`config.mk`:
```
export PLATFORM = sky130hd
export DESIGN_NAME = tsa_port
export DESIGN_NICKNAME = d
export VERILOG_FILES = /design/src/rtl/tsa_pkg.sv /design/src/rtl/tsa_edge_sync.sv /design/src/rtl/tsa_slot_hit.sv /design/src/rtl/tsa_port.sv
export SDC_FILE = /design/constraint.sdc
export NUM_CORES = 1
export LEC_CHECK = 0
export BUFFER_PORTS_ARGS = -buffer_cell sky130_fd_sc_hd__buf_2
export CORE_MARGIN = 10
export CORE_UTILIZATION = 57
export DETAILED_ROUTE_END_ITERATION = 6
export GPL_TIMING_DRIVEN = 0
export HOLD_SLACK_MARGIN = 0.12
export PLACE_DENSITY = 0.84
export SLEW_MARGIN = 40
export SYNTH_ARGS = -nofsm -noshare
export SYNTH_HDL_FRONTEND = slang
export SYNTH_SLANG_ARGS = --single-unit
```
`constraint.sdc`:
```
create_clock -name clk -period 3.1 [get_ports clk]
set_clock_uncertainty 0.1 [all_clocks]
set_input_delay 0.62 -clock clk [delete_from_list [all_inputs] [get_ports clk]]
set_output_delay 0.62 -clock clk [all_outputs]
set_load 0.05 [all_outputs]
```
`src/rtl/tsa_pkg.sv`:
```
package tsa_pkg;
    typedef enum logic {
        SZ_NARROW = 1'b0,
        SZ_WIDE   = 1'b1
    } slot_size_e;

    function automatic slot_size_e in_size(input logic compress);
        return compress ? SZ_WIDE : SZ_NARROW;
    endfunction

    function automatic slot_size_e out_size(input logic compress, input logic bypass);
        return (bypass ? compress : ~compress) ? SZ_WIDE : SZ_NARROW;
    endfunction
endpackage

```
`src/rtl/tsa_edge_sync.sv`:
```
module tsa_edge_sync (
    input  logic clk,
    input  logic rst_n,
    input  logic bclk_i,
    input  logic fsync_i,
    input  logic sdin_i,
    output logic bit_rise,
    output logic bit_fall,
    output logic frame_mark,
    output logic sd_bit
);
    typedef struct packed {
        logic bclk_s;
        logic bclk_p;
        logic fs_s;
        logic fs_p;
        logic sd_s;
    } sync_t;

    sync_t sync_d, sync_q;

    always_comb begin
        sync_d.bclk_s = bclk_i;
        sync_d.bclk_p = sync_q.bclk_s;
        sync_d.fs_s   = fsync_i;
        sync_d.fs_p   = sync_q.fs_s;
        sync_d.sd_s   = sdin_i;
    end

    always_ff @(posedge clk) begin
        if (!rst_n) sync_q <= '0;
        else        sync_q <= sync_d;
    end

    assign bit_rise   = sync_q.bclk_s & ~sync_q.bclk_p;
    assign bit_fall   = ~sync_q.bclk_s & sync_q.bclk_p;
    assign frame_mark = sync_q.fs_s & ~sync_q.fs_p;
    assign sd_bit     = sync_q.sd_s;
endmodule

```
`src/rtl/tsa_slot_hit.sv`:
```
module tsa_slot_hit #(
    parameter int CNT_W      = 9,
    parameter int SLOT_W     = 6,
    parameter int FRAME_BITS = 256,
    parameter int NARROW_W   = 4,
    parameter int WIDE_W     = 8,
    localparam int POS_W     = $clog2(WIDE_W)
) (
    input  logic [CNT_W-1:0]  cnt,
    input  tsa_pkg::slot_size_e size,
    input  logic [SLOT_W-1:0] slot,
    output logic              hit,
    output logic [POS_W-1:0]  pos
);
    localparam int NSH = $clog2(NARROW_W);
    localparam int WSH = $clog2(WIDE_W);

    logic [CNT_W-1:0] idx;
    logic             in_frame;

    always_comb begin
        in_frame = cnt < CNT_W'(FRAME_BITS);
        if (size == tsa_pkg::SZ_WIDE) begin
            idx = cnt >> WSH;
            pos = POS_W'(cnt & CNT_W'(WIDE_W - 1));
        end else begin
            idx = cnt >> NSH;
            pos = POS_W'(cnt & CNT_W'(NARROW_W - 1));
        end
        hit = in_frame && (idx == CNT_W'(slot));
    end
endmodule

```
`src/rtl/tsa_port.sv`:
```
module tsa_port #(
    parameter int FRAME_BITS = 256,
    parameter int SLOT_W     = 6,
    parameter int NARROW_W   = 4,
    parameter int WIDE_W     = 8
) (
    input  logic              clk,
    input  logic              rst_n,
    input  logic              bclk,
    input  logic              fsync,
    input  logic              sdin,
    input  logic              cfg_compress,
    input  logic              cfg_idle,
    input  logic              cfg_bypass,
    input  logic [SLOT_W-1:0] cfg_in_slot,
    input  logic [SLOT_W-1:0] cfg_out_slot,
    output logic              xc_req,
    output logic [WIDE_W-1:0] xc_word,
    input  logic              xc_ack,
    input  logic [WIDE_W-1:0] xc_result,
    output logic              sdout,
    output logic              sdout_en
);
    import tsa_pkg::*;

    localparam int CNT_W = $clog2(FRAME_BITS) + 1;
    localparam int POS_W = $clog2(WIDE_W);

    typedef struct packed {
        logic [CNT_W-1:0]  cnt;
        logic              run;
        logic              fs_pend;
        logic [WIDE_W-1:0] shreg;
        logic              req;
        logic [WIDE_W-1:0] req_word;
        logic [WIDE_W-1:0] pend;
        logic [WIDE_W-1:0] tx;
        logic              oe;
        logic              dout;
    } state_t;

    state_t st_d, st_q;

    logic bit_rise, bit_fall, frame_mark, sd_bit;
    logic [CNT_W-1:0] cnt_nx;
    logic             run_nx;
    logic             in_hit, out_hit;
    logic [POS_W-1:0] in_pos, out_pos, in_msb, out_msb, out_bit;
    slot_size_e       in_sz, out_sz;
    logic [WIDE_W-1:0] cap_word;

    tsa_edge_sync i_edge (
        .clk       (clk),
        .rst_n     (rst_n),
        .bclk_i    (bclk),
        .fsync_i   (fsync),
        .sdin_i    (sdin),
        .bit_rise  (bit_rise),
        .bit_fall  (bit_fall),
        .frame_mark(frame_mark),
        .sd_bit    (sd_bit)
    );

    always_comb begin
        in_sz  = in_size(cfg_compress);
        out_sz = out_size(cfg_compress, cfg_bypass);
        in_msb  = (in_sz  == SZ_WIDE) ? POS_W'(WIDE_W - 1) : POS_W'(NARROW_W - 1);
        out_msb = (out_sz == SZ_WIDE) ? POS_W'(WIDE_W - 1) : POS_W'(NARROW_W - 1);
        if (st_q.fs_pend)                          cnt_nx = '0;
        else if (st_q.cnt == CNT_W'(FRAME_BITS))   cnt_nx = st_q.cnt;
        else                                       cnt_nx = st_q.cnt + 1'b1;
        run_nx = st_q.run | st_q.fs_pend;
    end

    // input slot decode uses the count of the current bit period,
    // output slot decode the count that starts at this rising edge
    tsa_slot_hit #(.CNT_W(CNT_W), .SLOT_W(SLOT_W), .FRAME_BITS(FRAME_BITS),
                   .NARROW_W(NARROW_W), .WIDE_W(WIDE_W)) i_in_hit (
        .cnt (st_q.cnt),
        .size(in_sz),
        .slot(cfg_in_slot),
        .hit (in_hit),
        .pos (in_pos)
    );

    tsa_slot_hit #(.CNT_W(CNT_W), .SLOT_W(SLOT_W), .FRAME_BITS(FRAME_BITS),
                   .NARROW_W(NARROW_W), .WIDE_W(WIDE_W)) i_out_hit (
        .cnt (cnt_nx),
        .size(out_sz),
        .slot(cfg_out_slot),
        .hit (out_hit),
        .pos (out_pos)
    );

    assign out_bit = out_msb - out_pos;

    always_comb begin
        st_d     = st_q;
        st_d.req = 1'b0;
        cap_word = '0;

        if (bit_rise) begin
            st_d.cnt = cnt_nx;
            st_d.run = run_nx;
            if (st_q.fs_pend) begin
                st_d.fs_pend = 1'b0;
                st_d.tx      = st_q.pend;
            end
            st_d.oe   = run_nx && out_hit;
            st_d.dout = st_d.oe && st_d.tx[out_bit];
        end

        if (frame_mark) st_d.fs_pend = 1'b1;

        if (xc_ack && !cfg_bypass) st_d.pend = xc_result;

        if (bit_fall && st_q.run && !cfg_idle && in_hit) begin
            st_d.shreg = {st_q.shreg[WIDE_W-2:0], sd_bit};
            if (in_pos == in_msb) begin
                if (in_sz == SZ_WIDE) cap_word = st_d.shreg;
                else cap_word = {{(WIDE_W-NARROW_W){1'b0}}, st_d.shreg[NARROW_W-1:0]};
                if (cfg_bypass) begin
                    st_d.pend = cap_word;
                end else begin
                    st_d.req      = 1'b1;
                    st_d.req_word = cap_word;
                end
            end
        end

        if (cfg_idle) begin
            st_d.oe   = 1'b0;
            st_d.dout = 1'b0;
        end
    end

    always_ff @(posedge clk) begin
        if (!rst_n) begin
            st_q     <= '0;
            st_q.cnt <= CNT_W'(FRAME_BITS);
        end else begin
            st_q <= st_d;
        end
    end

    assign xc_req   = st_q.req;
    assign xc_word  = st_q.req_word;
    assign sdout    = st_q.dout;
    assign sdout_en = st_q.oe;
endmodule

```
==> results of run 1 <==
-- cells in the mapped netlist (all sizes together) (3+ instances only) --
cell type	count	area share (%)
nor4	4	0.91
xnor2	10	3.2
nor4b	3	1.4
nor2	32	4.4
nor2b	3	0.68
inv	7	0.95
or4	3	0.82
mux2i	27	9.8
dfxtp	50	36
nand2	24	3.3
nand3	19	3.4
buf	23	5.3
and2	6	1.4
a21oi	31	5.6
clkbuf	9	1.2
nand4	4	0.91
xor2	7	2.2
o21ai	16	2.9
nand2b	4	0.91
a211oi	11	3.0
nor3	12	2.2
-- metal layers --
metal  track usage [%]  routed length (µm)  up-vias
met5                 0                   0        -
met4              7.08                  89        0
met3              3.34                 400        8
met2              32.1                3580       77
met1              21.8                3040     1222
li1                  -                   -     1260
-- worst max-delay path: stages, from the launching register on --
cell	delay, ps
dfxtp_1	340
clkbuf_2	210
inv_1	160
ha_1	230
nor4bb_2	180
a2111oi_0	510
a31oi_1	120
a221o_1	330
nor4_1	270
nand4b_1	160
a21oi_1	150
-- how the worst max path moves through the flow --
stage	from	slack, ps	to
6_report	st_q[37]	280	sdout_en
5_1_grt	st_q[37]	60	sdout
4_1_cts	st_q[37]	150	sdout
3_5_place_dp	st_q[37]	200	sdout
3_3_place_gp	st_q[37]	200	sdout_en
2_1_floorplan	st_q[37]	560	sdout
-- sequential cells by signal, indices dropped and copies added (netlist names) --
signal	flops
xc_req	1
i_edge.sync_d	2
i_edge.sd_bit	1
sdout	1
st_q	34
sdout_en	1
xc_word	8
i_edge.sync_q	2
-- cells by family after synthesis --
logic type | count (synthesis)
and+or+nand+nor | 121
AOI/OAI and AO/OA | 74
DFF | 50
buffers and inverters | 40
muxes | 29
xor gates and xnor gates | 17
adders and majority gates | 2
-- what timing repair did --
| item | CTS | global route |
|---|---|---|
| setup endpoints to repair | 0 | 2 |
| setup buffers | 0 | 0 |
| hold buffers | 0 | 0 |
| resized for setup | 0 | 4 |
-- cell type report --
| class | count | area [µm²] |
|---|---|---|
| Buffer | 32 | 181 |
| Clock buffer | 6 | 72.6 |
| Clock inverter | 1 | 7.51 |
| Fill cell | 420 | 1590 |
| Inverter | 8 | 30.0 |
| Multi-Input combinational cell | 243 | 1560 |
| Sequential cell | 50 | 1000 |
| Tap cell | 54 | 67.6 |
| Timing Repair Buffer | 37 | 185 |
-- per-stage QoR --
step           util, %  total power, mW  cells  hold WS [ps]  worst slack [ps]
6_report          66.1             1.15    431           352               282
5_1_grt           66.1             1.20    431           380              63.4
4_1_cts           65.9             1.16    431           356               150
3_5_place_dp      64.2            0.804    424           343               200
3_3_place_gp      64.2            0.801    424           337               198
2_1_floorplan        -            0.758    333           321               560
-- cells in the final DEF, fill, tap and decap left out, types with 3 or more instances in the layout --
master / netlist / layout
dfxtp_1: 50 / 50
buf_2: 9 / 46
nor2_1: 32 / 32
a21oi_1: 31 / 30
mux2i_1: 27 / 27
nand2_1: 24 / 24
nand3_1: 19 / 19
o21ai_0: 14 / 14
nor3_1: 12 / 12
buf_4: 11 / 11
a211oi_1: 11 / 11
xnor2_1: 10 / 10
clkbuf_1: 9 / 9
inv_1: 7 / 7
xor2_1: 7 / 7
and2_1: 6 / 6
clkbuf_8: 0 / 5
nand2b_1: 4 / 4
nand4_1: 4 / 4
nor4_1: 4 / 4
nor2b_1: 3 / 3
or4_1: 3 / 3
-- power breakdown --
group | internal [mW] | switching, mW
Sequential | 0.652 | 0.00920
Combinational | 0.0528 | 0.0781
Clock | 0.155 | 0.207
Total | 0.860 | 0.294
==> results.txt, run 1 <==
Vias/cell - 5.96
period utilization - 90.9%
largest net degree at the start of global routing - 15
Num CTS Buffers - 5
DR pass1 iterations - 4
Leak - 1.21 nW
RSZ-0062 raised after global routing - no
pwr/cell area - 372 nW/µm²
Mapped Nets - 364
clock buffer depth - 2
# port buffers - 37
final setup fails - 0
Synth async-reset ratio - 0%
fmax - 0.355 GHz
CTS H-Tree Depth - 2
share of cells above drive strength 1 - 19.9%
DRT Wirelength - 7.11 mm
main combinational cell family by area after synthesis - simple AND/OR/NAND/NOR gates
Simple-Gate Fraction of Synth Area - 22.5%
Reg2Reg Setup Slack - 280 ps
Initial Utilization - 58.8%
DR WL/cell - 16.5 µm
mux cell area share after synthesis - 10.6%
TritonCTS clock tree - yes
Yosys reg bits - 50
hold path depth - 2
WP data arrival - 2960 ps
initial antenna violation count - 0
Reg2Reg Capture Point - sdout_en
Synth Area per Inst - 8.28 µm²
R2R depth - 10
Slew HR - 57.4%
cell count after synthesis - 333
post-synthesis sequential area ratio - 36.3%
DRT antenna net count - 0
Synth Area in Compound Gates - 16.7%
Crit Path Class - flip-flop to flip-flop
Hold Path Class - flip-flop to flip-flop
DRC - 0
dominant synthesized flop cell - dfxtp_1
CP required - 3250 ps
Worst-Margin Slew - 636 ps
fin nets - 408
Worst R2R Start - st_q[37]
fin crit period - 2820 ps
Worst-path clk slew - 90 ps
number of diodes - 0
post-synthesis xor/xnor area fraction - 5.40%
synthesized cell area - 2760 µm²
Hold Crit Start - sdout
gr usage total - 18.4%
setup TNS - 0 ps
EDFF count, synth - 0
routed vias - 2567
Root Buffer - clkbuf_8
Critical Path Start Type - flip-flop
hold endpoint - sdout
routability cong. - 0.934
Yosys Warn Count - 0
global route overflow - 0
Crit Path Max Fanout - 8
CTS Sinks - 50
post-route cell area - 3100 µm²
status - finished clean
Max Slew Vio Count - 0
Synth Area in Adders - 0.907%
CP Capture Type - flip-flop
Max-Cap Viols - 0
Die Width - 89.6 µm
die area - 8020 µm²
Post-Place Cell Area - 3010 µm²
first-pass GRT wire length - 11.7 mm
vias in the first global route - 2511
clock latency on the worst-skew pair - 300 ps
Area Growth Syn to Fin - 12.5%
Core ar. - 4690 µm²
hold violation count in the final report - 0
Ports - 40
Iter 0 DRT Violations - 214
Synth cell types - 47
maximum vdd drop - 0.308 mV
num rows - 25
hpwl dp - 5.35 mm
Die Y - 89.6 µm
Note: power is estimated with default switching activity, not from simulation.
==> inputs of run 2 (changes only) <==
--- a/config.mk
+++ b/config.mk
@@ -5,13 +5,14 @@
 export SDC_FILE = /design/constraint.sdc
 export NUM_CORES = 1
 export LEC_CHECK = 0
+export ABC_AREA = 1
 export BUFFER_PORTS_ARGS = -buffer_cell sky130_fd_sc_hd__buf_2
 export CORE_MARGIN = 10
-export CORE_UTILIZATION = 57
+export CORE_UTILIZATION = 35
 export DETAILED_ROUTE_END_ITERATION = 6
 export GPL_TIMING_DRIVEN = 0
 export HOLD_SLACK_MARGIN = 0.12
-export PLACE_DENSITY = 0.84
+export PLACE_DENSITY = 0.57
 export SLEW_MARGIN = 40
 export SYNTH_ARGS = -nofsm -noshare
 export SYNTH_HDL_FRONTEND = slang
==> run 2 against run 1 <==
Net effect:
- critical path depth grew 3
- non-clock buffer count shrank 9
- die area grew 54%
- global-route usage shrank 5.7 points
- total power grew 23%
- critical path type unchanged
- highest routed layer unchanged
==> results.txt, run 2 <==
status - finished clean (unchanged)
post-synthesis sequential area ratio - 34.3% (was 36.3%)
CP required - 3240 ps (was 3250 ps)
fin nets - 539 (was 408)
hpwl dp - 6.24 mm (was 5.35 mm)
most frequent cells in the layout - nand2_1, nor2_1, inv_1 (was dfxtp_1, buf_2, nor2_1)
EDFF count, synth - 0 (unchanged)
Critical Path Start Type - flip-flop (unchanged)
Mapped Nets - 496 (was 364)
num rows - 33 (was 25)
Setup Fix Bufs, Post-CTS - 0 (unchanged)
Worst-Margin Slew - 632 ps (was 636 ps)
Die Y - 111 µm (was 89.6 µm)
Ports - 40 (unchanged)
leading area contributor after synthesis - dfxtp_1 (unchanged)
Synth Area in Compound Gates - 12.7% (was 16.7%)
mux cell area share after synthesis - 0% (was 10.6%)
post-synthesis xor/xnor area fraction - 1.67% (was 5.40%)
Reg2Reg Capture Point - sdout (was sdout_en)
clock latency on the worst-skew pair - 310 ps (was 300 ps)
Vias/cell - 4.85 (was 5.96)
period utilization - 70.2% (was 90.9%)
Yosys Warn Count - 0 (unchanged)
Worst-path clk slew - 100 ps (was 90 ps)
DRT antenna net count - 0 (unchanged)
share of the synthesized area in the top cell type - 34.3% (was 36.3%)
CP endpoint - sdout (was sdout_en)
Synth async-reset ratio - 0% (unchanged)
dominant synthesized flop cell - dfxtp_1 (unchanged)
gr usage total - 12.7% (was 18.4%)
DR pass1 iterations - 4 (unchanged)
Crit Path Max Fanout - 5 (was 8)
DR WL/cell - 12.9 µm (was 16.5 µm)
Max-Cap Viols - 0 (unchanged)
final setup fails - 0 (unchanged)
Die Width - 111 µm (was 89.6 µm)
CP Capture Type - flip-flop (unchanged)
Synth Area per Inst - 6.28 µm² (was 8.28 µm²)
Root Buffer - clkbuf_8 (unchanged)
clock buffer depth - 2 (unchanged)
power consumption - 1.42 mW (was 1.15 mW)
die area - 12400 µm² (was 8020 µm²)
TritonCTS clock tree - yes (unchanged)
Hold Path Class - flip-flop to flip-flop (unchanged)
Core ar. - 8180 µm² (was 4690 µm²)
final worst setup slack - 925 ps (was 282 ps)
global route overflow - 0 (unchanged)
vias in the first global route - 2979 (was 2511)
# port buffers - 36 (was 37)
DRT Wirelength - 7.93 mm (was 7.11 mm)
RSZ-0062 raised after global routing - no (unchanged)
Iter 0 DRT Violations - 133 (was 214)
Slew HR - 57.7% (was 57.4%)
Post-Layout Cell Count - 614 (was 431)
routability cong. - 0.876 (was 0.934)
Initial Utilization - 35.7% (was 58.8%)
Synth Area in Adders - 0.857% (was 0.907%)
Crit Path Class - flip-flop to flip-flop (unchanged)
CTS H-Tree Depth - 2 (unchanged)
share of cells above drive strength 1 - 13.9% (was 19.9%)
Synth cell types - 30 (was 47)
post-CTS sizing - 0 (unchanged)
fmax - 0.460 GHz (was 0.355 GHz)
Yosys reg bits - 50 (unchanged)
hold_ws - 338 ps (was 352 ps)
setup TNS - 0 ps (unchanged)
routed vias - 2976 (was 2567)
initial antenna violation count - 0 (unchanged)
Leak - 1.67 nW (was 1.21 nW)
Inst Count DP - 606 (was 424)
hold violation count in the final report - 0 (unchanged)
main combinational cell family by area after synthesis - simple AND/OR/NAND/NOR gates (unchanged)
fin crit period - 2180 ps (was 2820 ps)
most common cell after layout, fill and taps aside - nand2_1 (was dfxtp_1)
DRC - 0 (unchanged)
WP data arrival - 2310 ps (was 2960 ps)
Area Growth Syn to Fin - 14.8% (was 12.5%)
Most flops, register - st_q (unchanged)
largest net degree at the start of global routing - 17 (was 15)
Num CTS Buffers - 5 (unchanged)
Setup crit start - st_q[38] (was st_q[37])
number of diodes - 0 (unchanged)
Worst R2R Start - st_q[38] (was st_q[37])
synthesized cell area - 2920 µm² (was 2760 µm²)
cell count after synthesis - 465 (was 333)
Simple-Gate Fraction of Synth Area - 37.4% (was 22.5%)
max FFs per register - 34 (unchanged)
Max Slew Vio Count - 0 (unchanged)
maximum vdd drop - 0.205 mV (was 0.308 mV)
Filler Cell Count - 922 (was 420)
pwr/cell area - 423 nW/µm² (was 372 nW/µm²)
first-pass GRT wire length - 13.6 mm (was 11.7 mm)
CTS Sinks - 50 (unchanged)
Place WS - 687 ps (was 200 ps)
most frequent cell after synthesis - nand2_1 (was dfxtp_1)
top post-synthesis cells by area - dfxtp_1, nand2_1, nor2_1, inv_1, nand3_1 (was dfxtp_1, mux2i_1, a21oi_1, nor2_1, nand3_1)
R2R depth - 13 (was 10)
# hold bufs at CTS - 0 (unchanged)
most frequent cells after synthesis - nand2_1, nor2_1, inv_1 (was dfxtp_1, nor2_1, a21oi_1)
Reg2Reg Setup Slack - 920 ps (was 280 ps)
## run 2: cell types whose count changed in the layout (fill, tap and decap cells not counted), sizes merged, moves of 6 or more
cell    previous run  this run
nand4              4        16
nand3             19        46
inv                7        63
a211oi            11         1
buf               60        50
nor2              32        63
mux2i             27         0
o21ai             16        42
and2               6         0
xnor2             10         2
nand2             24       121
nor3              12         2
xor2               7         1
## run 2: worst min-delay path by stage
stage                      from                to  slack, ps  cells past startpoint
6_report       i_edge.sync_d[3]  i_edge.sync_q[3]        340                      2
5_1_grt        i_edge.sync_d[3]  i_edge.sync_q[3]        350                      2
4_1_cts        i_edge.sync_d[3]  i_edge.sync_q[3]        340                      2
3_5_place_dp   i_edge.sync_d[3]  i_edge.sync_q[3]        320                      2
3_3_place_gp   i_edge.sync_d[3]  i_edge.sync_q[3]        310                      2
2_1_floorplan  i_edge.sync_q[1]          st_q[35]        300                      1
## run 2: kinds of logic (layout without fill, tap and decap cells)
group / count (synthesis) / count (layout)
and+or+nand+nor: 252 / 252
buffers and inverters: 87 / 131
xor gates and xnor gates: 3 / 3
DFF: 50 / 50
adders and majority gates: 2 / 2
AOI/OAI and AO/OA: 71 / 71
## run 2: where the power goes
group | switching [mW] | internal (mW) | total (mW)
logic | 0.157 | 0.0845 | 0.242
registers | 0.0198 | 0.663 | 0.682
clock network | 0.229 | 0.266 | 0.495
## run 2: worst max-delay path, cell delays in order, from the launching register on
cell     delay (ps)
dfxtp_1         420
ha_1            290
nand3_1         130
inv_1           130
nand3_1         100
nand3_1         100
nand2_1          80
nor2_1          190
nand2_1          80
nor2_1          100
nand2_1          60
nor2_1          150
nand2_1          70
a21oi_1         110
## run 2: metrics by stage
step / util [%] / instance area [µm²]
6_report: 41.0 / 3350
5_1_grt: 41.0 / 3350
4_1_cts: 41.0 / 3350
3_5_place_dp: 39.5 / 3230
3_3_place_gp: 39.5 / 3230
2_1_floorplan: - / 2920
## run 2: cell type report
cell class                      count  area (µm²)  share of cell area (%)
Clock inverter                      2        38.8                    1.16
Tap cell                          105         131                    3.92
Multi-Input combinational cell    328        1540                    45.8
Inverter                           63         236                    7.05
Timing Repair Buffer               36         180                    5.38
Sequential cell                    50        1000                    29.9
Buffer                             24         145                    4.33
Clock buffer                        6        82.6                    2.46
## run 2: per-layer routing
layer  up-vias  track usage [%]  part of all wire, %
li1       1561                -                    -
met1      1334             16.2                   49
met2        66             20.9                   46
met3        15             2.33                  4.1
met4         0             4.11                  1.6
met5         -                0                    0
==> inputs of run 3 (changes only) <==
--- a/config.mk
+++ b/config.mk
@@ -12,7 +12,7 @@
 export DETAILED_ROUTE_END_ITERATION = 6
 export GPL_TIMING_DRIVEN = 0
 export HOLD_SLACK_MARGIN = 0.12
-export PLACE_DENSITY = 0.57
+export PLACE_DENSITY = 0.59
 export SLEW_MARGIN = 40
 export SYNTH_ARGS = -nofsm -noshare
 export SYNTH_HDL_FRONTEND = slang
==> constraint.sdc (replaced) <==
create_clock -name clk -period 2 [get_ports clk]
set_clock_uncertainty 0.1 [all_clocks]
set_input_delay 0.4 -clock clk [delete_from_list [all_inputs] [get_ports clk]]
set_output_delay 0.4 -clock clk [all_outputs]
set_load 0.05 [all_outputs]
==> run 3 against run 2 <==
Net effect:
- combinational power up 68%
- total power up 49%
- global-route usage down 0.20 points
- critical path depth up 1
- sequential power up 55%
- die area unchanged
- clock power up 32%
- clock-buffer cell count unchanged
- via count up 1.7%
- utilization up 1.8 points
- highest routed layer unchanged
==> results.txt, run 3 (synthesized netlist as in run 2, its figures left out) <==
status - finished clean (unchanged)
hpwl dp - 6.09 mm (was 6.24 mm)
Filler Cell Count - 887 (was 922)
maximum vdd drop - 0.304 mV (was 0.205 mV)
routed vias - 3026 (was 2976)
TritonCTS clock tree - yes (unchanged)
crit-path max cell delay - 380 ps (was 420 ps)
Vias/cell - 4.87 (was 4.85)
Pint - 1.46 mW (was 1.01 mW)
Num CTS Buffers - 5 (unchanged)
register area - 1020 µm² (was 1000 µm²)
DRC - 0 (unchanged)
global route overflow - 0 (unchanged)
Comb pwr share - 19.2% (was 17.0%)
CP max stage cell - dfxtp_4 (was dfxtp_1)
routability cong. - 0.889 (was 0.876)
multi-input logic area - 1630 µm² (was 1540 µm²)
DR pass1 iterations - 4 (unchanged)
Flop pwr share - 50.1% (was 48.1%)
CTS Sinks - 50 (unchanged)
Worst-path clk slew - 100 ps (about the same)
fin crit period - 1910 ps (was 2180 ps)
Crit Path Class - flip-flop to flip-flop (unchanged)
CTS H-Tree Depth - 2 (unchanged)
Place WS - -159 ps (was 687 ps)
clock buffer depth - 2 (unchanged)
final worst setup slack - 93.9 ps (was 925 ps)
Slew HR - 63.5% (was 57.7%)
Die Y - 111 µm (unchanged)
num rows - 33 (unchanged)
hold_ws - 164 ps (was 338 ps)
DRT Wirelength - 8.02 mm (was 7.93 mm)
CP Capture Type - flip-flop (unchanged)
DR WL/cell - 12.9 µm (about the same)
initial antenna violation count - 0 (unchanged)
setup TNS - 0 ps (unchanged)
Crit Path Max Fanout - 5 (unchanged)
Most flops, register - st_q (unchanged)
Leak - 1.72 nW (was 1.67 nW)
pwr/cell area - 606 nW/µm² (was 423 nW/µm²)
die area - 12400 µm² (unchanged)
P_sw - 0.663 mW (was 0.406 mW)
first-pass GRT wire length - 13.5 mm (was 13.6 mm)
Hold Path Class - input pin to flip-flop (was flip-flop to flip-flop)
Critical Path Start Type - flip-flop (unchanged)
period utilization - 95.3% (was 70.2%)
clock power share - 30.8% (was 34.9%)
Worst-Margin Slew - 547 ps (was 632 ps)
Area Growth Syn to Fin - 19.8% (was 14.8%)
final setup fails - 0 (unchanged)
fin util - 42.8% (was 41.0%)
CP most frequent cell - nand2_1 (unchanged)
largest net degree at the start of global routing - 17 (unchanged)
Root Buffer - clkbuf_8 (unchanged)
CP Cell Sequence - inv_1 -> ha_1 -> nand2_1 -> nor2_4 -> nand2_2 -> nand4_1 -> nand2_1 -> nand2_1 -> nand2_1 -> nor2_1 -> nand2_1 -> nor2_2 -> nand2_1 -> a21oi_1 (was ha_1 -> nand3_1 -> inv_1 -> nand3_1 -> nand3_1 -> nand2_1 -> nor2_1 -> nand2_1 -> nor2_1 -> nand2_1 -> nor2_1 -> nand2_1 -> a21oi_1)
share of cells above drive strength 1 - 21.1% (was 13.9%)
Max Slew Vio Count - 0 (unchanged)
RSZ-0062 raised after global routing - yes (was no)
Initial Utilization - 35.7% (unchanged)
power consumption - 2.12 mW (was 1.42 mW)
fin nets - 546 (was 539)
Iter 0 DRT Violations - 134 (was 133)
most common cell after layout, fill and taps aside - nand2_1 (unchanged)
CP required - 2140 ps (was 3240 ps)
vias in the first global route - 2889 (was 2979)
Ports - 40 (unchanged)
Max-Cap Viols - 0 (unchanged)
gr usage total - 12.5% (was 12.7%)
Core ar. - 8180 µm² (unchanged)
# hold bufs at CTS - 0 (unchanged)
# port buffers - 36 (unchanged)
most frequent cells in the layout - nand2_1, inv_1, nor2_1 (was nand2_1, nor2_1, inv_1)
DRT antenna net count - 0 (unchanged)
fmax - 0.525 GHz (was 0.460 GHz)
switching share of total power - 31.3% (was 28.6%)
max FFs per register - 34 (unchanged)
WP data arrival - 2050 ps (was 2310 ps)
Reg2Reg Setup Slack - 90 ps (was 920 ps)
clock latency on the worst-skew pair - 310 ps (about the same)
number of diodes - 0 (unchanged)
Die Width - 111 µm (unchanged)
hold violation count in the final report - 0 (unchanged)
[run 3: routing by layer]
metal	up-vias	track usage, %	wire length, µm
li1	1572	-	-
met1	1374	16.3	3780
met2	67	20.2	3760
met3	13	3.08	399
met4	0	2.57	73
met5	-	0	0
[run 3: cell type report]
class / instances / area share (%)
Multi-Input combinational cell: 328 / 46.6
Sequential cell: 50 / 29.2
Inverter: 63 / 6.76
Timing Repair Buffer: 43 / 6.65
Buffer: 24 / 4.22
Tap cell: 105 / 3.76
Clock buffer: 6 / 2.36
Clock inverter: 2 / 0.465
[run 3: power groups by stage]
stage	clock network (mW)	logic (mW)	registers, mW
final	0.651	0.407	1.06
after global routing	0.701	0.461	1.07
after CTS	0.662	0.374	1.06
after detailed placement	0	0.372	1.08
after global placement	0	0.364	1.08
after floorplan	0	0.270	1.07
[run 3: path summary, 6_finish.rpt]
path	startpoint	end	cells after the start
setup / recovery	st_q[37]	sdout	14
hold / removal	bclk	i_edge.sync_d[3]	3
setup reg to reg	st_q[37]	sdout	14
hold reg to reg	i_edge.sync_q[1]	st_q[35]	1
[run 3: worst max-delay path, delay by kind of cell (launching register included)]
| family | cells | cell delay (ps) |
|---|---|---|
| AND/OR/NAND/NOR | 11 | 960 |
| AO/OA/AOI/OAI | 1 | 110 |
| buffers and inverters | 1 | 120 |
| flip-flops | 1 | 380 |
| adder cells (fa/ha/maj) | 1 | 160 |
[run 3: through the flow]
step                std cells  cell area [µm²]
CTS                       616             3350
floorplan                 465             2920
finish                    621             3500
global placement          606             3230
detailed placement        606             3230
global route              621             3500
[run 3: repair_timing]
| item | CTS | global route |
|---|---|---|
| setup endpoints to repair | 20 | 29 |
| pin swaps | 1 | 6 |
| resized for setup | 8 | 36 |
| buffers inserted | 2 | 5 |
